`src/rtl/bias_vmode_supervisor.sv`:
```
module bias_vmode_supervisor #(
  parameter int CLK_HZ  = 100_000_000,
  parameter int QUAL_US = 4,
  parameter int ADDR_W  = 4
) (
  input  logic              clk,
  input  logic              rst_n,
  input  logic [ADDR_W-1:0] bus_addr,
  input  logic              bus_wr,
  input  logic [31:0]       bus_wdata,
  output logic [31:0]       bus_rdata,
  input  logic              supply_hi_in,
  output logic              bias_pwr_en,
  output logic              pad_io_en,
  output logic              bias_hiz,
  output logic              vmode_3v3,
  output logic              pad_hyst_en,
  output logic [1:0]        pad_drive,
  output logic              vmode_irq
);
  localparam int QUAL_CYC = (CLK_HZ / 1_000_000) * QUAL_US;
  localparam int CNT_W    = $clog2(QUAL_CYC + 1);
  localparam logic [CNT_W-1:0] CNT_LAST = CNT_W'(QUAL_CYC - 1);
  localparam logic [ADDR_W-1:0] CTRL_OFS = ADDR_W'(0);
  localparam logic [ADDR_W-1:0] PAD_OFS  = ADDR_W'(4);
  localparam int B_BIAS = 27, B_IO = 26, B_HIZ = 25, B_SUP = 24, B_ERR = 23, B_VM = 21;
  localparam int B_HYST = 31, B_DRV = 29;

  logic             bias_q, io_q, hiz_q, vm_q, hyst_q;
  logic [1:0]       drv_q;
  logic [1:0]       sup_sync;
  logic [CNT_W-1:0] cnt_q;
  logic             qual_q;
  logic             supply_hi, powered, mismatch, err_flag;
  logic             wr_ctrl, wr_pad;

  assign supply_hi = sup_sync[1];
  assign powered   = bias_q & io_q;
  assign mismatch  = powered & ~hiz_q & (vm_q ^ supply_hi);
  assign err_flag  = (powered & hiz_q) | (qual_q & mismatch);
  assign wr_ctrl   = bus_wr && (bus_addr == CTRL_OFS);
  assign wr_pad    = bus_wr && (bus_addr == PAD_OFS);

  always_ff @(posedge clk or negedge rst_n) begin
    if (!rst_n) begin
      bias_q <= 1'b0;
      io_q   <= 1'b0;
      hiz_q  <= 1'b0;
      vm_q   <= 1'b1;
      hyst_q <= 1'b1;
      drv_q  <= 2'd0;
    end else begin
      if (wr_ctrl) begin
        bias_q <= bus_wdata[B_BIAS];
        io_q   <= bus_wdata[B_IO];
        hiz_q  <= bus_wdata[B_HIZ];
        vm_q   <= bus_wdata[B_VM];
      end
      if (wr_pad) begin
        hyst_q <= bus_wdata[B_HYST];
        drv_q  <= bus_wdata[B_DRV+1:B_DRV];
      end
    end
  end

  always_ff @(posedge clk or negedge rst_n) begin
    if (!rst_n) sup_sync <= 2'b00;
    else        sup_sync <= {sup_sync[0], supply_hi_in};
  end

  always_ff @(posedge clk or negedge rst_n) begin
    if (!rst_n) begin
      cnt_q  <= '0;
      qual_q <= 1'b0;
    end else begin
      if (!mismatch)              cnt_q <= '0;
      else if (cnt_q != CNT_LAST) cnt_q <= cnt_q + 1'b1;
      qual_q <= mismatch && (cnt_q == CNT_LAST);
    end
  end

  always_comb begin
    bus_rdata = '0;
    if (bus_addr == CTRL_OFS) begin
      bus_rdata[B_BIAS] = bias_q;
      bus_rdata[B_IO]   = io_q;
      bus_rdata[B_HIZ]  = hiz_q;
      bus_rdata[B_SUP]  = supply_hi;
      bus_rdata[B_ERR]  = err_flag;
      bus_rdata[B_VM]   = vm_q;
    end else if (bus_addr == PAD_OFS) begin
      bus_rdata[B_HYST]          = hyst_q;
      bus_rdata[B_DRV+1:B_DRV]   = drv_q;
    end
  end

  assign bias_pwr_en = bias_q;
  assign pad_io_en   = io_q;
  assign bias_hiz    = hiz_q;
  assign vmode_3v3   = vm_q;
  assign pad_hyst_en = hyst_q;
  assign pad_drive   = drv_q;
  assign vmode_irq   = err_flag;
endmodule


```
`config.mk`:
```
export PLATFORM = sky130hd
export DESIGN_NAME = bias_vmode_supervisor
export DESIGN_NICKNAME = d
export VERILOG_FILES = /design/src/rtl/bias_vmode_supervisor.sv
export SDC_FILE = /design/constraint.sdc
export NUM_CORES = 1
export LEC_CHECK = 0
export BUFFER_PORTS_ARGS = -buffer_cell sky130_fd_sc_hd__buf_2
export CAP_MARGIN = 20
export CORE_UTILIZATION = 30
export DETAILED_ROUTE_END_ITERATION = 10
export GPL_TIMING_DRIVEN = 0
export HOLD_SLACK_MARGIN = 0.1
export PLACE_DENSITY = 0.66
export SYNTH_ARGS = -nofsm -noshare
export SYNTH_HDL_FRONTEND = slang
export SYNTH_SLANG_ARGS = --single-unit
```
`constraint.sdc`:
```
create_clock -name clk -period 2.3 [get_ports clk]
set_input_delay 0.46 -clock clk [delete_from_list [all_inputs] [get_ports clk]]
set_output_delay 0.46 -clock clk [all_outputs]
set_load 0.005 [all_outputs]
```
; ---- After elaboration in Yosys (flattened, before gate mapping)
; Cells that the tools add are included.
[word_totals]
out_inout_bits = 40
input_bits = 40
register_bits = 19
[op_classes]
bitwise = 8
n_reduce_logical = 4
n_addsub = 1
n_mux = 6
n_eq_ne = 4
[op_table]
columns = cell, count
row1 = $mux 9, 2
row2 = $add 9x1->9 const B, 1
row3 = $eq 9x9->1 const B, 1
row4 = $ne 9x9->1 const B, 1
row5 = $mux 3, 2
row6 = $and 1x1->1, 5
row7 = $mux 5, 1
row8 = $eq 4x3->1 const B, 1
row9 = $logic_not 4->1, 1
row10 = $logic_and 1x1->1, 3
row11 = $ne 2x1->1 const B, 1
row12 = $mux 1, 1
row13 = $not 1->1, 1
row14 = $or 1x1->1, 1
row15 = $xor 1x1->1, 1

; ---- Logic depth before layout (Yosys ltp)
[depth]
ltp_word = 6
depth_mapped = 4

; ---- Worst setup path before layout
; No wires, ideal clock.
[synth_path]
kind = input to output
from = in bus_addr[1]
to = out bus_rdata[23]
n_path_buf = 0
arrival_ns = 1.039
slack_ns = 0.801
stages = 2
path_cell_list = nor4_4 > nor3b_1
[synth_via]
elab_chain_len = 2
[synth_rtl]
columns = item, line_no
row1 = start: declaration, 8  ; input logic [ADDR_W-1:0] bus_addr,
row2 = $logic_not 4->1, 84  ; if (bus_addr == CTRL_OFS) begin
row3 = $mux 5, 84
row4 = end: declaration, 11  ; output logic [31:0] bus_rdata,
; No other way between the ends.

; ---- Worst setup path after layout
[layout_path]
from = reg vm_q, in the netlist vmode_3v3
to = out bus_rdata[23]
[layout_via]
elab_chain_len = 5
[layout_rtl]
columns = item, line_no
row1 = start: declaration, 29  ; logic bias_q, io_q, hiz_q, vm_q, hyst_q;
row2 = start signal: assignment, 57  ; vm_q <= bus_wdata[B_VM];
row3 = $xor 1x1->1, 39  ; assign mismatch = powered & ~hiz_q & (vm_q ^ supply_hi);
row4 = $and 1x1->1, 39
row5 = $and 1x1->1, 40  ; assign err_flag = (powered & hiz_q) | (qual_q & mismatch);
row6 = $or 1x1->1, 40
row7 = $mux 5, 84
; No other way between the ends.

==> results_dict.tcl <==
set metrics [dict create \
    num_antenna_cells 0 \
    cts_root_buf "clkbuf_8" \
    grt_pass1_wl_um 3580 \
    routed_wl_um 2110 \
    drv_cap 0 \
    drive_gt1_share_pct 47.0 \
    timing.final.hold_violations 0 \
    seq_area_frac_synth_pct 42.3 \
    dr.pass1.iters 2 \
    antenna_found_initial 0 \
    rsz0062_at_grt "no" \
    power_switching_w 0.000203 \
    netlist_instances 107 \
    cp_max_fo 4 \
    grt_pass1_vias 828 \
    ys_types 30 \
    drc 0 \
    drv_slew 0 \
    skew_ns 0.00400 \
    synthMuxAreaShare_pct 6.97 \
    synth-compound-area-share_pct 8.08 \
    p_per_area_nw_per_um2 535 \
    synth_top_area_cell "dfrtp_1" \
    grt_max_degree 20 \
    ios 80 \
    critPathRequiredTime_ns 1.84 \
    synthToLayoutAreaGrowth_pct 30.2 \
    rows 21 \
    path_clk_slew_ns 0.07 \
    num_vias 878 \
    io_buffer_count 31 \
    seqPwrFrac_pct 50.8 \
    routedWlPerCell_um 10.0 \
    drt_iter0_markers 11 \
    path_class "flip-flop to output port" \
    dp_hpwl_um 1720 \
    setup_viol 0 \
    p_leak_nw 0.733 \
    synth_seq_cells 19 \
    comb_power_share_pct 20.3 \
    viasPerCell 4.18 \
    clock.fmax_ghz 0.539 \
    cts-htree-levels 1 \
    worstPathArrival_ns 1.40 \
    die-area_um2 4020 \
    ctsHoldBuffers 0 \
    die_h_um 63.4 \
    core_um2 3470 \
    min_period_ns 1.86 \
    grt_remaining_overflow 0 \
    multiInputGateArea_um2 548 \
    synth.most_common_cell "buf_4" \
    final.period_utilization_pct 80.7 \
    synth_area_leaders "dfrtp_1 38%, buf_4 15%, mux2_2 7.0%" \
    async_flop_share_pct 100 \
    drtAntennaViolNets 0 \
    worstMarginPinSlew_ns 0.554 \
    place.gp.congestion 0.700 \
    nFillCells 356 \
    max_stage_delay_ns 0.55 \
    clock-sinks 19 \
    cts_tree "done" \
    path_cells "xor2_1, a21oi_1, nor3b_1, buf_2" \
    synthAdderAreaFrac_pct 1.11 \
    nNetsFinal 206 \
    cts_setup_buffers 0 \
    pwr-share-clk_pct 28.9 \
    startpoint_type "flip-flop" \
    outcome "finished, final reports clean" \
    dieWidth_um 63.4 \
    synth-xor-area-share_pct 1.55 \
    cts.repair.resized 0 \
    p_total_w 0.000788 \
    numCtsBuffers 3 \
    initial_utilization_pct 32.6 \
    synthFlopType "dfrtp_1" \
    yosysWarnings 0 \
    synth_edf_count 0 \
    ctsLongestPathBuffers 2 \
    synth_top_family_by_area "simple AND/OR/NAND/NOR gates" \
    final.setup.tns_ns 0 \
    clk_latency_ns 0.26 \
    relSlewSlack_pct 63.0 \
    hold_path.class "primary input to asynchronous set/reset pin" \
    sw_frac_of_total_pct 25.8 \
    synth_top_area_share_pct 37.6 \
    avgSynthCellArea_um2 10.6 \
    ir_drop_mv 0.201 \
    slowest_stage "dfstp_2" \
    track_usage_pct 11.4 \
    synth_area_um2 1130 \
    p_int_w 0.000584 \
    synth_simple_gate_area_share_pct 23.1 \
    synth_common_cells "23 x buf_4, 17 x dfrtp_1, 8 x a21oi_1" \
    worstSetupEndpointType "output port" \
    regArea_um2 478 \
]
[sequential cells by signal, summed over array words and instances (netlist names)]
register and flops:
bias_hiz 1, bias_pwr_en 1, cnt_q 9, pad_drive 2, pad_hyst_en 1, pad_io_en 1, qual_q 1, sup_sync 2
vmode_3v3 1
[critical path, delay by kind of cell (launching register included)]
family / cells / cell delay, ns
xor+xnor: 1 / 0.17
compound gates: 1 / 0.11
simple gates: 1 / 0.17
flops: 1 / 0.55
buf+inv: 1 / 0.14
[per-layer routing]
metal / global-route usage, % / wire length [µm]
met2: 20.9 / 1060
met5: 0 / 0
met3: 2.90 / 168
met4: 5.97 / 44
met1: 11.7 / 836
[per-stage QoR]
step / cell area, µm² / utilization [%] / worst slack, ns / hold WS (ns) / std cells
finish: 1470 / 42.5 / 0.444 / 0.125 / 210
global route: 1470 / 42.5 / 0.333 / 0.163 / 210
CTS: 1470 / 42.5 / 0.439 / 0.132 / 210
detailed placement: 1430 / 41.1 / 0.503 / 0.339 / 206
global placement: 1430 / 41.1 / 0.501 / 0.334 / 206
floorplan: 1210 / - / 0.801 / 0.164 / 129
[kinds of logic after synthesis]
logic type               Yosys count
AO/OA/AOI/OAI                     16
XOR/XNOR                           2
adder cells (fa/ha/maj)            1
buffers and inverters             25
flip-flops                        19
multiplexers                       7
other                              1
AND/OR/NAND/NOR                   36
[power groups by stage]
stage	clock network, W	registers (W)	logic, W
2_1_floorplan	0	0.000405	0.0000925
3_3_place_gp	0	0.000404	0.000157
3_5_place_dp	0	0.000408	0.000160
4_1_cts	0.000236	0.000401	0.000161
5_1_grt	0.000245	0.000409	0.000179
6_report	0.000227	0.000400	0.000160
[placed cells by master (no fill, tap or decap), types with 2 or more instances in the layout]
master,instances
dfrtp_1,17
mux2_2,7
nand2_1,5
buf_4,23
conb_1,23
clkbuf_8,3
nor4b_2,2
nand4_1,2
dfstp_2,2
nor2_1,2
nor3_2,4
and2_1,7
or3_1,4
a21oi_1,8
buf_2,31
nand3_1,3
o21ai_0,5
[final cells by class]
class / count / area share [%]
clock inverters: 1 / 0.340
well taps: 46 / 3.91
multi-input cells: 85 / 37.2
repair buffers: 31 / 10.5
flip-flops and latches: 19 / 32.5
plain buffers: 24 / 12.5
clock buffers: 3 / 2.80
inverters: 1 / 0.255
[final timing paths]
kind | start | endpoint | slack [ns] | depth (start not counted)
max in group asynchronous | rst_n | vmode_3v3 | 1.84 | 1
min in group clk | supply_hi_in | sup_sync[0] | 0.31 | 1
hold / removal | rst_n | cnt_q[3] | 0.13 | 1
setup / recovery | vmode_3v3 | bus_rdata[23] | 0.44 | 4
setup reg to reg | cnt_q[0] | cnt_q[8] | 0.77 | 4
hold reg to reg | sup_sync[0] | sup_sync[1] | 0.35 | 0
Power figures use the tool's default switching activity.
